[src/rtl/perm_pkg.sv]
package perm_pkg;

   typedef enum logic [3:0] {
      FN_PASS    = 4'd0,
      FN_CUBE    = 4'd1,
      FN_SHUF    = 4'd2,
      FN_SHUF_LO = 4'd3,
      FN_SHUF_HI = 4'd4,
      FN_BFLY    = 4'd5,
      FN_BFLY_LO = 4'd6,
      FN_BFLY_HI = 4'd7,
      FN_REV     = 4'd8,
      FN_REV_LO  = 4'd9,
      FN_REV_HI  = 4'd10,
      FN_PLUS    = 4'd11,
      FN_MINUS   = 4'd12
   } perm_fn_e;

   localparam int FN_LAST = 12;

endpackage

[src/rtl/perm_field.sv]
// Subfield rotate / end-swap / reverse on the low or high k bits.
module perm_field #(
   parameter int W    = 4,
   parameter int KW   = 3,
   parameter bit HIGH = 1'b0
) (
   input  logic [W-1:0]  x,
   input  logic [KW-1:0] k,
   output logic [W-1:0]  rot,
   output logic [W-1:0]  swp,
   output logic [W-1:0]  rev
);
   localparam int IW = (W > 1) ? $clog2(W) : 1;

   generate
      if (HIGH) begin : g_hi
         always_comb begin
            automatic int kk   = (int'(k) > W) ? W : int'(k);
            automatic int base = W - kk;
            rot = x;
            swp = x;
            rev = x;
            for (int j = 0; j < W - 1; j++) begin
               if (j >= base) rot[j+1] = x[j];
            end
            for (int j = 0; j < W; j++) begin
               if (j >= base) rev[j] = x[IW'(W - 1 + base - j)];
            end
            if (kk >= 1) begin
               rot[IW'(base)] = x[W-1];
               swp[W-1]       = x[IW'(base)];
               swp[IW'(base)] = x[W-1];
            end
         end
      end else begin : g_lo
         always_comb begin
            automatic int kk = (int'(k) > W) ? W : int'(k);
            rot = x;
            swp = x;
            rev = x;
            for (int j = 1; j < W; j++) begin
               if (j < kk) rot[j] = x[j-1];
            end
            for (int j = 0; j < W; j++) begin
               if (j < kk) rev[j] = x[IW'(kk - 1 - j)];
            end
            if (kk >= 1) begin
               rot[0]           = x[IW'(kk - 1)];
               swp[0]           = x[IW'(kk - 1)];
               swp[IW'(kk - 1)] = x[0];
            end
         end
      end
   endgenerate
endmodule

[src/rtl/perm_step.sv]
// Single-bit complement and power-of-two step modulo 2^W.
module perm_step #(
   parameter int W  = 4,
   parameter int KW = 3
) (
   input  logic [W-1:0]  x,
   input  logic [KW-1:0] i,
   output logic [W-1:0]  flip,
   output logic [W-1:0]  plus,
   output logic [W-1:0]  minus
);
   logic [W-1:0] step;

   assign step  = {{(W-1){1'b0}}, 1'b1} << i;
   assign flip  = x ^ step;
   assign plus  = x + step;
   assign minus = x - step;
endmodule

[src/rtl/perm_unit.sv]
module perm_unit #(
   parameter int ADDR_W = 4,
   localparam int PW    = $clog2(ADDR_W + 1)
) (
   input  logic              clk,
   input  logic              rst_n,
   input  logic              in_valid,
   input  logic [3:0]        in_func,
   input  logic [ADDR_W-1:0] in_addr,
   input  logic [PW-1:0]     in_prm,
   output logic              out_valid,
   output logic [ADDR_W-1:0] out_addr,
   output logic              out_err
);
   import perm_pkg::*;

   generate
      if (ADDR_W < 2 || ADDR_W > 16) begin : g_bad_width
         $error("perm_unit: ADDR_W must lie in 2..16");
      end
   endgenerate

   logic [ADDR_W-1:0] lo_rot, lo_swp, lo_rev;
   logic [ADDR_W-1:0] hi_rot, hi_swp, hi_rev;
   logic [ADDR_W-1:0] full_rot, full_swp, full_rev;
   logic [ADDR_W-1:0] st_flip, st_plus, st_minus;
   logic [ADDR_W-1:0] nxt_addr;
   logic              nxt_err;
   logic              k_bad, i_bad;

   perm_field #(.W(ADDR_W), .KW(PW), .HIGH(1'b0)) u_lo (
      .x(in_addr), .k(in_prm), .rot(lo_rot), .swp(lo_swp), .rev(lo_rev));

   perm_field #(.W(ADDR_W), .KW(PW), .HIGH(1'b1)) u_hi (
      .x(in_addr), .k(in_prm), .rot(hi_rot), .swp(hi_swp), .rev(hi_rev));

   // whole-address forms: the low field with k = ADDR_W
   perm_field #(.W(ADDR_W), .KW(PW), .HIGH(1'b0)) u_full (
      .x(in_addr), .k(PW'(ADDR_W)), .rot(full_rot), .swp(full_swp), .rev(full_rev));

   perm_step #(.W(ADDR_W), .KW(PW)) u_step (
      .x(in_addr), .i(in_prm), .flip(st_flip), .plus(st_plus), .minus(st_minus));

   assign k_bad = (in_prm == '0) || (in_prm > PW'(ADDR_W));
   assign i_bad = (in_prm >= PW'(ADDR_W));

   always_comb begin
      nxt_addr = in_addr;
      nxt_err  = 1'b0;
      case (in_func)
         FN_PASS:    nxt_addr = in_addr;
         FN_CUBE:    if (i_bad) nxt_err = 1'b1; else nxt_addr = st_flip;
         FN_SHUF:    nxt_addr = full_rot;
         FN_SHUF_LO: if (k_bad) nxt_err = 1'b1; else nxt_addr = lo_rot;
         FN_SHUF_HI: if (k_bad) nxt_err = 1'b1; else nxt_addr = hi_rot;
         FN_BFLY:    nxt_addr = full_swp;
         FN_BFLY_LO: if (k_bad) nxt_err = 1'b1; else nxt_addr = lo_swp;
         FN_BFLY_HI: if (k_bad) nxt_err = 1'b1; else nxt_addr = hi_swp;
         FN_REV:     nxt_addr = full_rev;
         FN_REV_LO:  if (k_bad) nxt_err = 1'b1; else nxt_addr = lo_rev;
         FN_REV_HI:  if (k_bad) nxt_err = 1'b1; else nxt_addr = hi_rev;
         FN_PLUS:    if (i_bad) nxt_err = 1'b1; else nxt_addr = st_plus;
         FN_MINUS:   if (i_bad) nxt_err = 1'b1; else nxt_addr = st_minus;
         default:    nxt_err = 1'b1;
      endcase
   end

   always_ff @(posedge clk) begin
      if (!rst_n) begin
         out_valid <= 1'b0;
         out_addr  <= '0;
         out_err   <= 1'b0;
      end else begin
         out_valid <= in_valid;
         if (in_valid) begin
            out_addr <= nxt_addr;
            out_err  <= nxt_err;
         end
      end
   end
endmodule

[config.mk]
export PLATFORM = sky130hd
export DESIGN_NAME = perm_unit
export DESIGN_NICKNAME = d
export VERILOG_FILES = /design/src/rtl/perm_pkg.sv /design/src/rtl/perm_field.sv /design/src/rtl/perm_step.sv /design/src/rtl/perm_unit.sv
export SDC_FILE = /design/constraint.sdc
export NUM_CORES = 1
export LEC_CHECK = 0
export ABC_AREA = 1
export BUFFER_PORTS_ARGS = -buffer_cell sky130_fd_sc_hd__buf_4
export CAP_MARGIN = 20
export CORE_MARGIN = 2
export CORE_UTILIZATION = 50
export CTS_CLUSTER_SIZE = 20
export DETAILED_ROUTE_END_ITERATION = 8
export PLACE_DENSITY = 0.7
export SYNTH_ARGS = -nofsm -noshare
export SYNTH_HDL_FRONTEND = slang
export SYNTH_SLANG_ARGS = --single-unit
export TNS_END_PERCENT = 5
[constraint.sdc]
create_clock -name clk -period 3.05 [get_ports clk]
set_input_delay 0.61 -clock clk [delete_from_list [all_inputs] [get_ports clk]]
set_output_delay 0.61 -clock clk [all_outputs]
set_load 0.05 [all_outputs]
==> results of run 1 <==
registers in the layout, indices dropped and copies added (netlist names):
signal,flops
out_err,1
out_valid,1
out_addr,4
layout by cell type (no fill, tap or decap), types with 3 or more instances in the layout:
cell      count
nand2_1     125
inv_1        42
nand3_1      38
nor2_1       30
o21ai_0      24
buf_4        24
a21oi_1      16
ha_1         16
inv_2         7
o21ai_1       6
dfxtp_1       6
nand2_4       4
o211ai_1      4
nor3_1        3
nor2_4        3
clkbuf_8      3
final cells by class:
class	count	area [um^2]	area share [%]
inverters	50	188	8.94
well taps	48	60.1	2.86
clock buffers	3	41.3	1.97
flip-flops and latches	6	120	5.72
repair buffers	24	180	8.58
multi-input cells	289	1510	71.9
power by group:
part / internal, uW / switching, uW / total (uW) / leakage [uW]
Combinational: 104 / 210 / 314 / 0.00112
Clock: 85.3 / 40.1 / 125 / 0.0000216
Sequential: 85.5 / 3.52 / 89.0 / 0.0000497
Total: 275 / 254 / 529 / 0.00119
tightest hold or removal path, cell delays in order (launching register included):
cell     delay [ps]
dfxtp_1         300
nand2_1          60
a21oi_1          60
final timing paths:
kind / endpoint / slack [ps] / cells past startpoint
worst min register to register: out_addr[3] / 470 / 2
worst max-delay path: out_addr[2] / 480 / 17
worst min-delay path: out_addr[3] / 470 / 2
worst max register to register: out_addr[1] / 2290 / 2
cell families (layout without fill, tap and decap cells):
group | after synthesis | after routing | synth area share, %
adder cells (fa/ha/maj) | 18 | 18 | 12.8
flip-flops | 6 | 6 | 6.38
AND/OR/NAND/NOR | 212 | 212 | 49.9
XOR/XNOR | 2 | 2 | 0.931
AO/OA/AOI/OAI | 57 | 57 | 16.7
buffers and inverters | 60 | 77 | 13.4
synthesized netlist by cell type:
cell type  instances  area, um^2
o21ai_0           24         120
o21ai_2            2        17.5
o21a_1             1        7.51
nand3_1           38         190
o22ai_1            1        6.26
nand2_2            2        12.5
dfxtp_1            6         120
fa_1               2        40.0
buf_2              3        15.0
nand2_4            4        45.0
a22oi_1            1        7.51
buf_6              1        11.3
a21oi_1           16        80.1
clkbuf_2           3        15.0
buf_4              3        22.5
o21ai_1            6        30.0
nor2_1            30         113
clkinv_1           1        3.75
ha_1              16         200
inv_1             42         158
nand2_1          125         469
nand3b_1           2        15.0
inv_2              7        26.3
o211ai_1           4        30.0
nand4_1            2        12.5
nor2_4             3        33.8
a31oi_1            1        6.26
nor3_1             3        15.0
xnor2_1            2        17.5
nor2_8             1        20.0
nor2_2             2        12.5
o41ai_1            1        8.76
stage by stage:
| stage | util [%] | instance area [um^2] |
|---|---|---|
| 6_report | 57.8 | 2100 |
| 5_1_grt | 57.8 | 2100 |
| 4_1_cts | 57.8 | 2100 |
| 3_5_place_dp | 56.6 | 2060 |
| 3_3_place_gp | 56.6 | 2060 |
| 2_1_floorplan | - | 1880 |
per-layer routing:
layer	up-vias	track usage [%]	part of all wire (%)
met4	0	9.64	3.2
met3	18	3.60	7.6
met2	126	47.1	45
li1	1166	-	-
met5	-	0	0
met1	1020	38.7	44
==> results.yml, run 1 <==
timing:
  rsz0062_at_grt: "false"
  worstMarginPinSlew_ps: 362
  hold_viol_final: 0
  setup_viol: 0
  setup_ws_ps: 481
  worst_hold_slack_ps: 473
  slew_violations: 0
  max_slew_margin_pct: 75.5
  max_freq_mhz: 389
  fin_crit_sh_pct: 84.2
  period_minus_slack_ps: 2570
  finalClockSkew_ps: 0
  final.setup.tns_ps: 0
flow_run:
  max_cap_viol_count: 0
critical_path:
  cp_max_fo: 9
  slowest_delay_ps: 370
  worstPathRequired_ps: 3180
  path_cells: "buf_4, nor2_1, buf_4, ha_1, ha_1, inv_1, fa_1, xnor2_1, nor2_1, a21oi_1, nand2_1, nand2_1, nand3_1, nor2_1, nand3_1, nand2_1, inv_1"
  worstSetupPathType: "in2reg"
  endpoint_kind: "flip-flop"
  cpLargestDelayFamily: "adder cells"
  crit_start: "in_prm[1]"
  cp.arrival_ps: 2700
  timing.rr.start: "out_addr[1]"
  worst_setup_path_start_kind: "input pin"
  cp_num_buf_inv: 4
  cpMaxStageDelayCell: "fa_1"
placed_design:
  numPortBuffers: 19
  dp_slack_ps: 271
  routabilityCongestion: 0.939
  dp.cells: 417
  dpl.hpwl_mm: 4.44
power:
  ir_worst_vdd_mv: 0.142
  finalPower_uw: 529
  power-per-cell-area_nw_per_um2: 252
  total_leakage_power_uw: 0.00119
layout:
  drive_gt1_share_pct: 12.9
  finalNonFillerCells: 420
  area_growth_pct: 11.6
  antennaDiodeCount: 0
  n_fill_cell: 410
  nNetsFinal: 406
die:
  fp.dieH_um: 65.4
  die_width_um: 65.4
  num_rows: 22
  start_util_pct: 51.8
  core_um2: 3630
  io_pins: 20
  dieArea_um2: 4270
routing:
  drt_wl_total_mm: 5.67
  wl_per_cell_um: 13.5
  drtIter0Drc: 205
  antenna_left: 0
  drc_errors: 0
  dr.pass1.iters: 6
  vias: 2330
  via_per_inst: 5.55
synthesis:
  syn_nets: 387
  synth_cell_types: 32
  synthCells: 355
  ys_warn_count: 0
  ys_seq_area_share_pct: 6.38
  netlist_area_um2: 1880
  ys_seq_elements: 6
  syn_area_per_cell_um2: 5.30
global_routing:
  grt_max_degree: 14
  grt_pass1_vias: 2192
  antenna_found_initial: 0
  grt_pass1_wl_mm: 9.83
  grt_overflow_total: 0
  track_usage_pct: 28.7
cts:
  clock_sinks: 6
  clkTransAtPathRegs_ps: 40
  cts_tree: "built"
  cts_setup_buffers: 0
  cts.repair.resized: 0
  cts_buffer_depth: 2
  ctsHoldBuffers: 0
  htree_levels: 1
  root_buffer: "clkbuf_8"
  cts_buffers: 3
  clock_latency_ps: 230
run_status:
  outcome: "finished clean"
min_path:
  hp-start: "out_addr[3]"
  hp-class: "reg2reg"
(Power assumes the default switching activity.)
==> run 2: changes to the inputs <==
--- a/config.mk
+++ b/config.mk
@@ -12,7 +12,7 @@
 export CORE_UTILIZATION = 50
 export CTS_CLUSTER_SIZE = 20
 export DETAILED_ROUTE_END_ITERATION = 8
-export PLACE_DENSITY = 0.7
+export PLACE_DENSITY = 0.72
 export SYNTH_ARGS = -nofsm -noshare
 export SYNTH_HDL_FRONTEND = slang
 export SYNTH_SLANG_ARGS = --single-unit
==> constraint.sdc (replaced) <==
create_clock -name clk -period 2.35 [get_ports clk]
set_input_delay 0.47 -clock clk [delete_from_list [all_inputs] [get_ports clk]]
set_output_delay 0.47 -clock clk [all_outputs]
set_load 0.05 [all_outputs]
==> run 2 against run 1 <==
  * Register-to-register slack worse by 580 ps
  * Sequential cell count stayed put
  * Clock power increased by 22%
  * Clock-buffer cell count unchanged
  * Sequential share of layout area shrank 0.64 points
  * Die area unchanged
  * Sequential power increased by 29%
  * Routed wire length rose by 3.5%
==> results.yml, run 2 (synthesized netlist as in run 1, its figures left out) <==
layout:
  antennaDiodeCount: 0
  reg.largest.list: "out_addr: 4 flops, out_err: 1 flops, out_valid: 1 flops"
  regMostFlops: "out_addr"
  multi_input_area_um2: 1590
  nNetsFinal: 430
  drive_gt1_share_pct: 22.5
  layout_common_cells: "123 x nand2_1, 47 x buf_4, 39 x inv_1, 38 x nand3_1, 28 x nor2_1"
  n_fill_cell: 375
  area_growth_pct: 25.7
  layout_commonest_cell: "nand2_1"
  finalNonFillerCells: 444
  largest_reg_flops: 4
  final-seq-area_um2: 120
run_status:
  outcome: "finished clean"
critical_path:
  cpMaxStageDelayCell: "fa_2"
  cp_num_buf_inv: 2
  cp.arrival_ps: 2350
  cp_max_fo: 5
  worstSetupPathType: "in2reg"
  worstPathRequired_ps: 2450
  endpoint_kind: "flip-flop"
  cpLargestDelayFamily: "adder cells"
  slowest_delay_ps: 510
  worst_setup_path_start_kind: "input pin"
  timing.rr.end: "out_addr[1]"
  worst_r2r_path_depth: 2
  timing.rr.start: "out_addr[1]"
  path_cells: "buf_4, nor2_4, ha_4, ha_2, inv_1, fa_2, nand2_1, nand3_1, o21ai_0, o21ai_1, nand4_1, nor2_1, a21oi_1"
  r2r_setup_slack_ps: 1710
die:
  dieArea_um2: 4270
  start_util_pct: 51.8
  io_pins: 20
  core_um2: 3630
  fp.dieH_um: 65.4
  die_width_um: 65.4
  num_rows: 22
routing:
  via_per_inst: 5.45
  dr.pass1.iters: 5
  dr_wl_met3_um: 516
  antenna_left: 0
  drc_errors: 0
  top_layer: "met4"
  wl_met2_mm: 2.69
  drtIter0Drc: 365
  vias: 2420
  drt-met1-wl_mm: 2.57
  drt_wl_total_mm: 5.87
  wl_per_cell_um: 13.2
cts:
  ctsHoldBuffers: 0
  clock_latency_ps: 220
  cts_buffers: 3
  clock_sinks: 6
  htree_levels: 1
  cts_tree: "built"
  clkTransAtPathRegs_ps: 40
  cts_buffer_depth: 2
  root_buffer: "clkbuf_8"
global_routing:
  grt_pass1_vias: 2151
  grt_overflow_total: 0
  grt_pass1_wl_mm: 9.73
  grt_max_degree: 12
  track_usage_pct: 28.7
  antenna_found_initial: 0
power:
  power-per-cell-area_nw_per_um2: 309
  ir_worst_vdd_mv: 0.221
  total_leakage_power_uw: 0.00131
flow_run:
  max_cap_viol_count: 0
min_path:
  hp-class: "reg2reg"
  hold_depth: 2
  hp-start: "out_addr[0]"
  whs_endpoint: "out_addr[0]"
placed_design:
  dpl.hpwl_mm: 4.59
  routabilityCongestion: 0.952
  dp.cells: 440
  numPortBuffers: 19
timing:
  hold_viol_final: 0
  worst_hold_slack_ps: 467
  max_slew_margin_pct: 76.5
  setup_viol: 0
  worstMarginPinSlew_ps: 348
  finalClockSkew_ps: 0
  fin_crit_sh_pct: 95.5
  max_freq_mhz: 446
  rsz0062_at_grt: "true"
  final.setup.tns_ps: 0
  period_minus_slack_ps: 2240
  slew_violations: 0
run 2: cell count changes in the layout (fill, tap and decap cells not counted), sizes merged:
cell and change:
buf +24
run 2: metal layers:
| metal | vias to the layer above | global-route usage (%) |
|---|---|---|
| met1 | 1053 | 38.5 |
| met4 | 0 | 6.77 |
| met5 | - | 0 |
| met2 | 129 | 48.0 |
| met3 | 14 | 4.62 |
| li1 | 1224 | - |
run 2: metrics by stage:
| stage | total power (uW) | util (%) | setup WS [ps] | cell area (um^2) |
|---|---|---|---|---|
| final | 730 | 65.1 | 106 | 2360 |
| after global routing | 792 | 65.1 | -39.8 | 2360 |
| after CTS | 708 | 63.2 | 123 | 2300 |
| after detailed placement | 553 | 62.1 | -100 | 2250 |
| after global placement | 547 | 62.1 | -92.7 | 2250 |
| after floorplan | 420 | - | -0.236 | 1910 |
run 2: worst max path at each step:
stage | startpoint | endpoint | slack [ps] | cells past startpoint
after floorplan | in_prm[0] | out_addr[3] | -0.2 | 18
after global placement | in_prm[1] | out_addr[2] | -90 | 16
after detailed placement | in_prm[0] | out_addr[3] | -100 | 17
after CTS | in_prm[1] | out_addr[2] | 120 | 16
after global routing | in_prm[1] | out_addr[2] | -40 | 19
final | in_prm[1] | out_addr[1] | 110 | 13
run 2: power breakdown:
part           switching [uW]  internal [uW]  total, uW
logic                     289            174        463
registers                3.79            111        115
clock network            42.1            110        152
run 2: layout make-up:
class                           instances  share of cell area (%)
Multi-Input combinational cell        289                    67.2
Tap cell                               48                    2.54
Timing Repair Buffer                   48                    15.4
Inverter                               50                    8.04
Sequential cell                         6                    5.08
Clock buffer                            3                    1.75
run 2: what timing repair did:
item / in CTS / in global routing
resized for setup: 0 / 18
setup buffers: 0 / 1
endpoints found under the setup margin: 0 / 3
run 2: worst register-to-register path, stage by stage (launching register included):
cell and delay, ps:
dfxtp_1 300, o21ai_0 170, a21oi_1 50
==> run 3: changes to the inputs <==
--- a/config.mk
+++ b/config.mk
@@ -6,13 +6,16 @@
 export NUM_CORES = 1
 export LEC_CHECK = 0
 export ABC_AREA = 1
+export ABC_CLOCK_PERIOD_IN_PS = 2350
 export BUFFER_PORTS_ARGS = -buffer_cell sky130_fd_sc_hd__buf_4
 export CAP_MARGIN = 20
 export CORE_MARGIN = 2
 export CORE_UTILIZATION = 50
 export CTS_CLUSTER_SIZE = 20
 export DETAILED_ROUTE_END_ITERATION = 8
+export HOLD_SLACK_MARGIN = 0.05
 export PLACE_DENSITY = 0.72
+export RECOVER_POWER = 25
 export SYNTH_ARGS = -nofsm -noshare
 export SYNTH_HDL_FRONTEND = slang
 export SYNTH_SLANG_ARGS = --single-unit
==> run 3 against run 2 <==
  * Design area shrank 0.16%
  * Cell count unchanged
  * Largest cell class unchanged
  * Largest power group unchanged
  * Clock-buffer cell count stayed put
==> results.yml, run 3 (synthesized netlist as in run 1, its figures left out) <==
critical_path:
  cp.arrival_ps: 2350
  endpoint_kind: "flip-flop"
  worstSetupPathType: "in2reg"
  worst_setup_path_start_kind: "input pin"
  worstPathRequired_ps: 2450
  cp_max_fo: 5
die:
  io_pins: 20
  start_util_pct: 51.8
  core_um2: 3630
  num_rows: 22
  dieArea_um2: 4270
  die_width_um: 65.4
  fp.dieH_um: 65.4
timing:
  rsz0062_at_grt: "true"
  hold_viol_final: 0
  max_slew_margin_pct: 60.9
  period_minus_slack_ps: 2240
  worstMarginPinSlew_ps: 589
  fin_crit_sh_pct: 95.4
  finalClockSkew_ps: 0
  setup_viol: 0
  slew_violations: 0
  max_freq_mhz: 446
  setup_ws_ps: 108
global_routing:
  track_usage_pct: 28.7
  grt_max_degree: 12
  grt_overflow_total: 0
  grt_pass1_wl_mm: 9.73
  grt_pass1_vias: 2151
  antenna_found_initial: 0
layout:
  regMostFlops: "out_addr"
  layout_common_cells: "123 x nand2_1, 46 x buf_4, 39 x inv_1, 38 x nand3_1, 28 x nor2_1"
  antennaDiodeCount: 0
  area_growth_pct: 25.5
  finalNonFillerCells: 444
  drive_gt1_share_pct: 22.2
  reg.largest.list: "out_addr: 4 flops, out_err: 1 flops, out_valid: 1 flops"
  largest_reg_flops: 4
  nNetsFinal: 430
  layout_commonest_cell: "nand2_1"
cts:
  cts_tree: "built"
  clock_latency_ps: 220
  clock_sinks: 6
  cts_buffer_depth: 2
  cts_buffers: 3
  clkTransAtPathRegs_ps: 40
  htree_levels: 1
  root_buffer: "clkbuf_8"
placed_design:
  numPortBuffers: 19
  dp.cells: 440
  dpl.hpwl_mm: 4.59
  routabilityCongestion: 0.952
  dp_slack_ps: -100
min_path:
  hp-class: "reg2reg"
run_status:
  outcome: "finished clean"
routing:
  via_per_inst: 5.43
  drt_wl_total_mm: 5.86
  antenna_left: 0
  drc_errors: 0
  wl_per_cell_um: 13.2
  vias: 2412
  dr.pass1.iters: 5
  drtIter0Drc: 365
power:
  finalPower_uw: 728
  ir_worst_vdd_mv: 0.221
  power-per-cell-area_nw_per_um2: 308
  total_leakage_power_uw: 0.00130
flow_run:
  max_cap_viol_count: 0
-- run 3: cell count changes in the layout (fill, tap and decap cells not counted) --
cell,change
buf_4,-1
clkbuf_1,+1
-- run 3: path summary, 6_finish.rpt --
| kind | cells past startpoint | startpoint | end | slack (ps) |
|---|---|---|---|---|
| worst min-delay path | 2 | out_addr[0] | out_addr[0] | 470 |
| worst min register to register | 2 | out_addr[0] | out_addr[0] | 470 |
| worst max register to register | 2 | out_addr[1] | out_addr[1] | 1710 |
| worst max-delay path | 13 | in_prm[1] | out_addr[1] | 110 |
-- run 3: timing repair --
item	CTS	global route
setup endpoints to repair	0	3
setup buffers	0	1
gates resized for setup	0	18
hold buffers	0	0
endpoints found under the hold margin	0	0
-- run 3: per-stage QoR --
step	util [%]	hold slack, ps	area (um^2)	setup TNS [ps]
after global routing	65.0	468	2360	-49.1
after CTS	63.2	471	2300	0
after floorplan	-	563	1910	-0.236
final	65.0	467	2360	0
after detailed placement	62.1	458	2250	-304
after global placement	62.1	455	2250	-187
-- run 3: metal layers --
| metal | vias to the layer above | wire length (um) | track usage (%) |
|---|---|---|---|
| met3 | 14 | 544 | 4.62 |
| met2 | 121 | 2690 | 48.0 |
| met4 | 0 | 95 | 6.77 |
| met5 | - | 0 | 0 |
| met1 | 1054 | 2530 | 38.5 |
| li1 | 1223 | - | - |
-- run 3: worst max-delay path: stages --
cell     delay, ps
buf_4          140
nor2_4         180
ha_4           180
ha_2           180
inv_1           50
fa_2           510
nand2_1         50
nand3_1         60
o21ai_0         70
o21ai_1        150
nand4_1        110
nor2_1         120
a21oi_1         70
-- run 3: report_power, final --
group          total, uW  internal, uW  leakage [uW]  switching [uW]
sequential           115           111     0.0000497            3.77
combinational        462           172       0.00123             289
clock                152           110     0.0000216            42.1
total                728           393       0.00130             335
-- run 3: cell type report --
cell class / count / area (um^2)
Fill cell: 375 / 1270
Timing Repair Buffer: 48 / 360
Sequential cell: 6 / 120
Tap cell: 48 / 60.1
Clock buffer: 3 / 41.3
Multi-Input combinational cell: 289 / 1590
Inverter: 50 / 190
